### config.mk
export PLATFORM = sky130hd
export DESIGN_NAME = fir5_cutset
export DESIGN_NICKNAME = d
export VERILOG_FILES = /design/src/rtl/fir5_pkg.sv /design/src/rtl/fir5_mul.sv /design/src/rtl/fir5_sum3.sv /design/src/rtl/fir5_shift.sv /design/src/rtl/fir5_cutset.sv
export SDC_FILE = /design/constraint.sdc
export NUM_CORES = 2
export LEC_CHECK = 0
export BUFFER_PORTS_ARGS = -buffer_cell sky130_fd_sc_hd__buf_2
export CORE_UTILIZATION = 50
export DETAILED_ROUTE_END_ITERATION = 10
export PLACE_DENSITY = 0.65
export SETUP_SLACK_MARGIN = 0.05
export SLEW_MARGIN = 20
export SYNTH_ARGS = -nofsm -noshare
export SYNTH_HDL_FRONTEND = slang
export SYNTH_SLANG_ARGS = --single-unit
### constraint.sdc
create_clock -name clk -period 13.2 [get_ports clk]
set_input_delay 1.32 -clock clk [delete_from_list [all_inputs] [get_ports clk]]
set_output_delay 1.32 -clock clk [all_outputs]
set_load 0.005 [all_outputs]
### src/rtl/fir5_pkg.sv
package fir5_pkg;
   // number of filter taps; the cut-set placement below assumes five
   localparam int TAPS    = 5;
   // taps whose products are summed ahead of the cut-set
   localparam int CUT_TAP = 3;
   // growth bits needed to add TAPS full-scale products
   localparam int GUARD_W = $clog2(TAPS);
   // width of the accepted-sample counter
   localparam int FILL_W  = $clog2(TAPS + 1);
endpackage

### src/rtl/fir5_mul.sv
module fir5_mul #(
   parameter int DATA_W = 16,
   parameter int COEF_W = 16,
   parameter int OUT_W  = 35
) (
   input  logic signed [DATA_W-1:0] x,
   input  logic signed [COEF_W-1:0] h,
   output logic        [OUT_W-1:0]  p
);
   localparam int PROD_W = DATA_W + COEF_W;
   localparam int EXT_W  = OUT_W - PROD_W;

   logic signed [PROD_W-1:0] prod_full;

   assign prod_full = x * h;

   generate
      if (EXT_W > 0) begin : g_ext
         assign p = {{EXT_W{prod_full[PROD_W-1]}}, prod_full};
      end else begin : g_fit
         assign p = prod_full[OUT_W-1:0];
      end
   endgenerate
endmodule

### src/rtl/fir5_sum3.sv
module fir5_sum3 #(
   parameter int W = 35
) (
   input  logic [W-1:0] a,
   input  logic [W-1:0] b,
   input  logic [W-1:0] c,
   output logic [W-1:0] s
);
   // two chained adders; two's complement needs no sign handling
   logic [W-1:0] ab;

   assign ab = a + b;
   assign s  = ab + c;
endmodule

### src/rtl/fir5_shift.sv
module fir5_shift #(
   parameter int W     = 16,
   parameter int DEPTH = 2
) (
   input  logic                      clk,
   input  logic                      rst,
   input  logic                      en,
   input  logic [W-1:0]              din,
   output logic [DEPTH-1:0][W-1:0]   taps
);
   genvar i;
   generate
      for (i = 0; i < DEPTH; i++) begin : g_stage
         logic [W-1:0] src;
         if (i == 0) begin : g_head
            assign src = din;
         end else begin : g_link
            assign src = taps[i-1];
         end
         always_ff @(posedge clk) begin
            if (rst) begin
               taps[i] <= '0;
            end else if (en) begin
               taps[i] <= src;
            end
         end
      end
   endgenerate
endmodule

### src/rtl/fir5_cutset.sv
module fir5_cutset
   import fir5_pkg::*;
#(
   parameter int DATA_W = 16,
   parameter int COEF_W = 16,
   parameter int OUT_W  = DATA_W + COEF_W + GUARD_W
) (
   input  logic                      clk,
   input  logic                      rst,
   input  logic                      in_valid,
   input  logic [DATA_W-1:0]         in_sample,
   input  logic [TAPS*COEF_W-1:0]    coef_set,
   output logic                      out_valid,
   output logic [OUT_W-1:0]          out_sample
);
   localparam int PRE_DLY  = CUT_TAP - 1;
   localparam int POST_DLY = TAPS - CUT_TAP;
   localparam logic [FILL_W-1:0] PRIME_AT = FILL_W'(TAPS - 1);
   localparam logic [FILL_W-1:0] FULL_AT  = FILL_W'(TAPS);

   // elaboration-time parameter checks
   generate
      if (DATA_W < 2 || COEF_W < 2) begin : g_bad_operand
         $error("fir5_cutset: operand widths must be at least 2");
      end
      if (OUT_W < DATA_W + COEF_W + GUARD_W) begin : g_bad_out
         $error("fir5_cutset: OUT_W too narrow for full precision");
      end
      if (CUT_TAP != 3 || TAPS != 5) begin : g_bad_cut
         $error("fir5_cutset: two three-input sums require TAPS=5, CUT_TAP=3");
      end
   endgenerate

   logic [PRE_DLY-1:0][DATA_W-1:0]  pre_line;
   logic [POST_DLY-1:0][DATA_W-1:0] post_line;
   logic [TAPS-1:0][DATA_W-1:0]     tap_x;
   logic [TAPS-1:0][OUT_W-1:0]      prod;
   logic [OUT_W-1:0]                head_sum;
   logic [OUT_W-1:0]                tail_sum;

   // cut-set registers: partial sum and delay-line edge
   logic [OUT_W-1:0]                cut_sum_q;
   logic [DATA_W-1:0]               cut_tap_q;
   // strobe pipeline: raw advance and primed output strobe
   logic                            cut_adv_q;
   logic                            cut_vld_q;
   logic [FILL_W-1:0]               fill_cnt;

   // stage one delay line: x[n-1], x[n-2]
   fir5_shift #(.W(DATA_W), .DEPTH(PRE_DLY)) u_pre_line (
      .clk  (clk),
      .rst  (rst),
      .en   (in_valid),
      .din  (in_sample),
      .taps (pre_line)
   );

   // stage two delay line, fed across the cut: x[n-3], x[n-4]
   fir5_shift #(.W(DATA_W), .DEPTH(POST_DLY)) u_post_line (
      .clk  (clk),
      .rst  (rst),
      .en   (cut_adv_q),
      .din  (cut_tap_q),
      .taps (post_line)
   );

   assign tap_x[0] = in_sample;

   genvar k;
   generate
      for (k = 0; k < PRE_DLY; k++) begin : g_pre_tap
         assign tap_x[k+1] = pre_line[k];
      end
      for (k = 0; k < POST_DLY; k++) begin : g_post_tap
         assign tap_x[CUT_TAP+k] = post_line[k];
      end
      for (k = 0; k < TAPS; k++) begin : g_mul
         fir5_mul #(.DATA_W(DATA_W), .COEF_W(COEF_W), .OUT_W(OUT_W)) u_mul (
            .x (tap_x[k]),
            .h (coef_set[k*COEF_W +: COEF_W]),
            .p (prod[k])
         );
      end
   endgenerate

   // stage one: multiplier plus two adders
   fir5_sum3 #(.W(OUT_W)) u_head (
      .a (prod[0]),
      .b (prod[1]),
      .c (prod[2]),
      .s (head_sum)
   );

   always_ff @(posedge clk) begin
      if (rst) begin
         cut_sum_q <= '0;
         cut_tap_q <= '0;
         cut_adv_q <= 1'b0;
         cut_vld_q <= 1'b0;
         fill_cnt  <= '0;
      end else begin
         cut_sum_q <= head_sum;
         cut_tap_q <= pre_line[PRE_DLY-1];
         cut_adv_q <= in_valid;
         cut_vld_q <= in_valid && (fill_cnt >= PRIME_AT);
         if (in_valid && (fill_cnt != FULL_AT)) begin
            fill_cnt <= fill_cnt + 1'b1;
         end
      end
   end

   // stage two: multiplier plus two adders
   fir5_sum3 #(.W(OUT_W)) u_tail (
      .a (cut_sum_q),
      .b (prod[3]),
      .c (prod[4]),
      .s (tail_sum)
   );

   assign out_sample = tail_sum;
   assign out_valid  = cut_vld_q;
endmodule

==> summary.txt <==
Die
  • Core ar.: 111,100 µm²
  • Die area: 114,000 µm²
  • Horiz. Die Dim: 337.6 µm
  • Starting Density: 50.67%
  • # IOs: ~140
  • Die Y: 337.6 µm
  • Site Rows: 122

Timing
  • Clk_skew: 9.026 ps
  • Final hold violations: 0
  • FMAX: 0.08401 GHz
  • Final Cycle Share: 90.18%
  • # setup viols final: 0
  • RSZ-0062 raised after global routing: false
  • Worst-Margin Slew: between 1000 and 1500 ps
  • Setup_tns: 0 ps
  • Min cycle time layout: 11,900 ps
  • Final Max Slew Viols: 0
  • Relative slew slack: between 20 and 25%

Clock tree
  • Root Driver: clkbuf_16
  • CTS sink cnt: 120
  • Postcts setup bufs: 0
  • Clk_lat worst skew: 460 ps
  • Largest buffer count on any clock path: 2
  • Level count of the clock H-tree: 4
  • # hold bufs at CTS: 0
  • CTS clk-pin slew, worst paths: 60 ps
  • Cts repair resizes: 0
  • CTS tree: yes
  • Clock buffer count from CTS: 17

Synthesis
  • Synthesized area per cell: 9.265 µm²
  • Cell Area, Synth: 56,310 µm²
  • Number of synthesized flops with an enable pin: 0
  • Post-synth ARST share: 0%
  • Seq/Total Area, Yosys: 4.266%
  • Yosys cell types: 74
  • Synth Flop Type: dfxtp_1
  • Syn nets: 8,046
  • Post-synthesis cell count: 6,078
  • Synth Register Bits: 120
  • Syn. warnings: 0

Detailed routing
  • Remaining DRCs: 0
  • DR WL/cell: around 18 µm
  • Initial DRC count: 2,142
  • Drt first pass iters: 6
  • ANT nets after route: 0
  • Via/cell ratio: 5.217
  • DR vias: 39,610
  • WL final: 139,800 µm

Global route
  • First-pass GRT wire length: 232,500 µm
  • Gr usage total: 26.44%
  • Largest net degree at the start of global routing: 99
  • Vias in the first global route: 43,720
  • Antenna violations before repair: 16
  • Total gr overflow: 0

Cells and area
  • Nets: 8,050
  • Commonest non-fill, non-tap cell in the layout: inv_1
  • Design Area, Final: 59,050 µm²
  • Area grow syn2layout: 4.853%
  • Share of cells above drive strength 1: 3.741%
  • Most frequent cells in the layout: inv_1 (1,535), fa_1 (1,406), nand2_1 (679)
  • Final core occ: ~53%

Critical path
  • Reg-to-Reg Start: u_pre_line.g_stage[1].src[15]
  • Reg2reg path depth: 32
  • Reg-to-reg setup timing slack: approximately 2900 ps
  • WS Path Type: input port to primary output
  • CP peak stage delay: roughly 540 ps
  • Startpoint Class: input port
  • Setup crit end kind: primary output
  • Worst path slowest cell: fa_1
  • WP data arrival: roughly 11,000 ps
  • RR Endpoint: cut_sum_q[34]
  • Top Family by Delay on Critical Path: adder cells
  • Worst EP required: 11,880 ps
  • Crit-path max FO: 16
  • WP buf/inv: 8
  • Levels on crit path: 37

Hold path
  • Worst Hold Class: flop to flop
  • Hold Path End: u_post_line.g_stage[1].src[12]
  • Hold Path Stages: 2
  • Hold path startpoint: cut_tap_q[12]

Job
  • Max Cap Viol: 0

Place
  • IO buf count: roughly 130
  • Placer Congestion: 0.9014
  • DPL Wire Length: 118,300 µm
  • Cell area after placement: between 50,000 and 60,000 µm²

Status
  • Status: finished, final reports clean
-- layout make-up --
type	count	area, µm²
fillers	10340	52080
inverters	1535	5762
well taps	1488	1862
flip-flops and latches	120	2404
multi-input cells	4229	47430
repair buffers	179	1011
clock buffers	17	425.4
diodes	9	22.52
clock inverters	15	133.9
-- worst reg2reg max path, delay by kind of cell, from the launching register on --
kind	cells	cell delay [ps]
flops	1	800
compound gates	11	3080
buf+inv	4	250
simple gates	6	1190
xor+xnor	1	190
fa+ha+maj	10	4650
-- sequential cells by signal, summed over array words and instances, names as in the netlist --
| name | cells |
|---|---|
| u_pre_line.taps | 16 |
| cut_tap_q | 16 |
| cut_sum_q | 35 |
| out_valid | 1 |
| u_post_line.taps | 16 |
| fill_cnt | 3 |
| cut_adv_q | 1 |
| u_pre_line.g_stage.src | 16 |
| u_post_line.g_stage.src | 16 |
-- through the flow --
stage | hold slack [ps] | setup WS (ps) | cells
global route | 494.6 | 642.1 | 7588
detailed placement | 456.3 | 1293 | 7551
finish | 462.8 | 1297 | 7592
floorplan | 440.3 | 2385 | 6078
global placement | 445.3 | 1389 | 7551
CTS | 468.1 | 1268 | 7583
-- routing by layer --
| layer | GRT usage [%] | part of all wire (%) | vias to the layer above |
|---|---|---|---|
| met5 | 0 | 0.016 | - |
| met4 | 8.424 | 3.5 | 4 |
| met3 | 2.289 | 5.0 | 222 |
| met2 | 47.82 | 53 | 994 |
| met1 | 33.27 | 39 | 20560 |
| li1 | - | - | 17820 |
-- kinds of logic (layout without fill, tap and decap cells) --
group | after synthesis | in the layout | synth area share [%]
multiplexers | 65 | 65 | 1.158
adder cells (fa/ha/maj) | 1869 | 1869 | 60.27
AO/OA/AOI/OAI | 422 | 422 | 4.915
buffers and inverters | 1729 | 1746 | 11.52
XOR/XNOR | 208 | 208 | 3.259
other | 0 | 9 | 0
flip-flops | 120 | 120 | 4.266
AND/OR/NAND/NOR | 1665 | 1665 | 14.61
-- how the worst max path moves through the flow --
stage	endpoint	start
2_1_floorplan	out_sample[34]	coef_set[65]
3_3_place_gp	out_sample[34]	coef_set[65]
3_5_place_dp	out_sample[34]	coef_set[65]
4_1_cts	out_sample[34]	coef_set[65]
5_1_grt	out_sample[34]	coef_set[65]
6_report	out_sample[34]	coef_set[65]
-- Yosys cell counts (4+ instances only) --
cell type     n  area (µm²)
inv_1      1535        5762
fa_1       1406       28150
nand2_1     679        2549
and2_1      589        3685
ha_1        463        5793
clkbuf_1    186       698.2
nor2_1      182       683.2
xnor2_1     165        1445
a21oi_1     132       660.6
dfxtp_1     120        2402
a21o_1       76       570.6
nand2b_1     71       444.2
mux2i_1      64       640.6
xor2_1       42       367.9
nor2b_1      40       250.2
o21ai_0      37       185.2
o21ai_1      34       170.2
nand3_1      32       160.2
nor3_1       22       110.1
o21a_1       21       157.7
o21bai_1     20       150.1
a211oi_1     15       112.6
and3_1       13       81.33
nand4_1      11       68.82
a31oi_1       9       56.30
o22ai_1       9       56.30
buf_1         8       30.03
a211o_1       6       52.55
o211ai_1      6       45.04
o31a_1        5       43.79
a31o_2        4       35.03
nor4_1        4       25.02
or2_2         4       25.02
or3_1         4       25.02
Power is left out: the tool's default activity adds up to more than one toggle a clock period on the data nets, which glitch-free logic cannot reach.
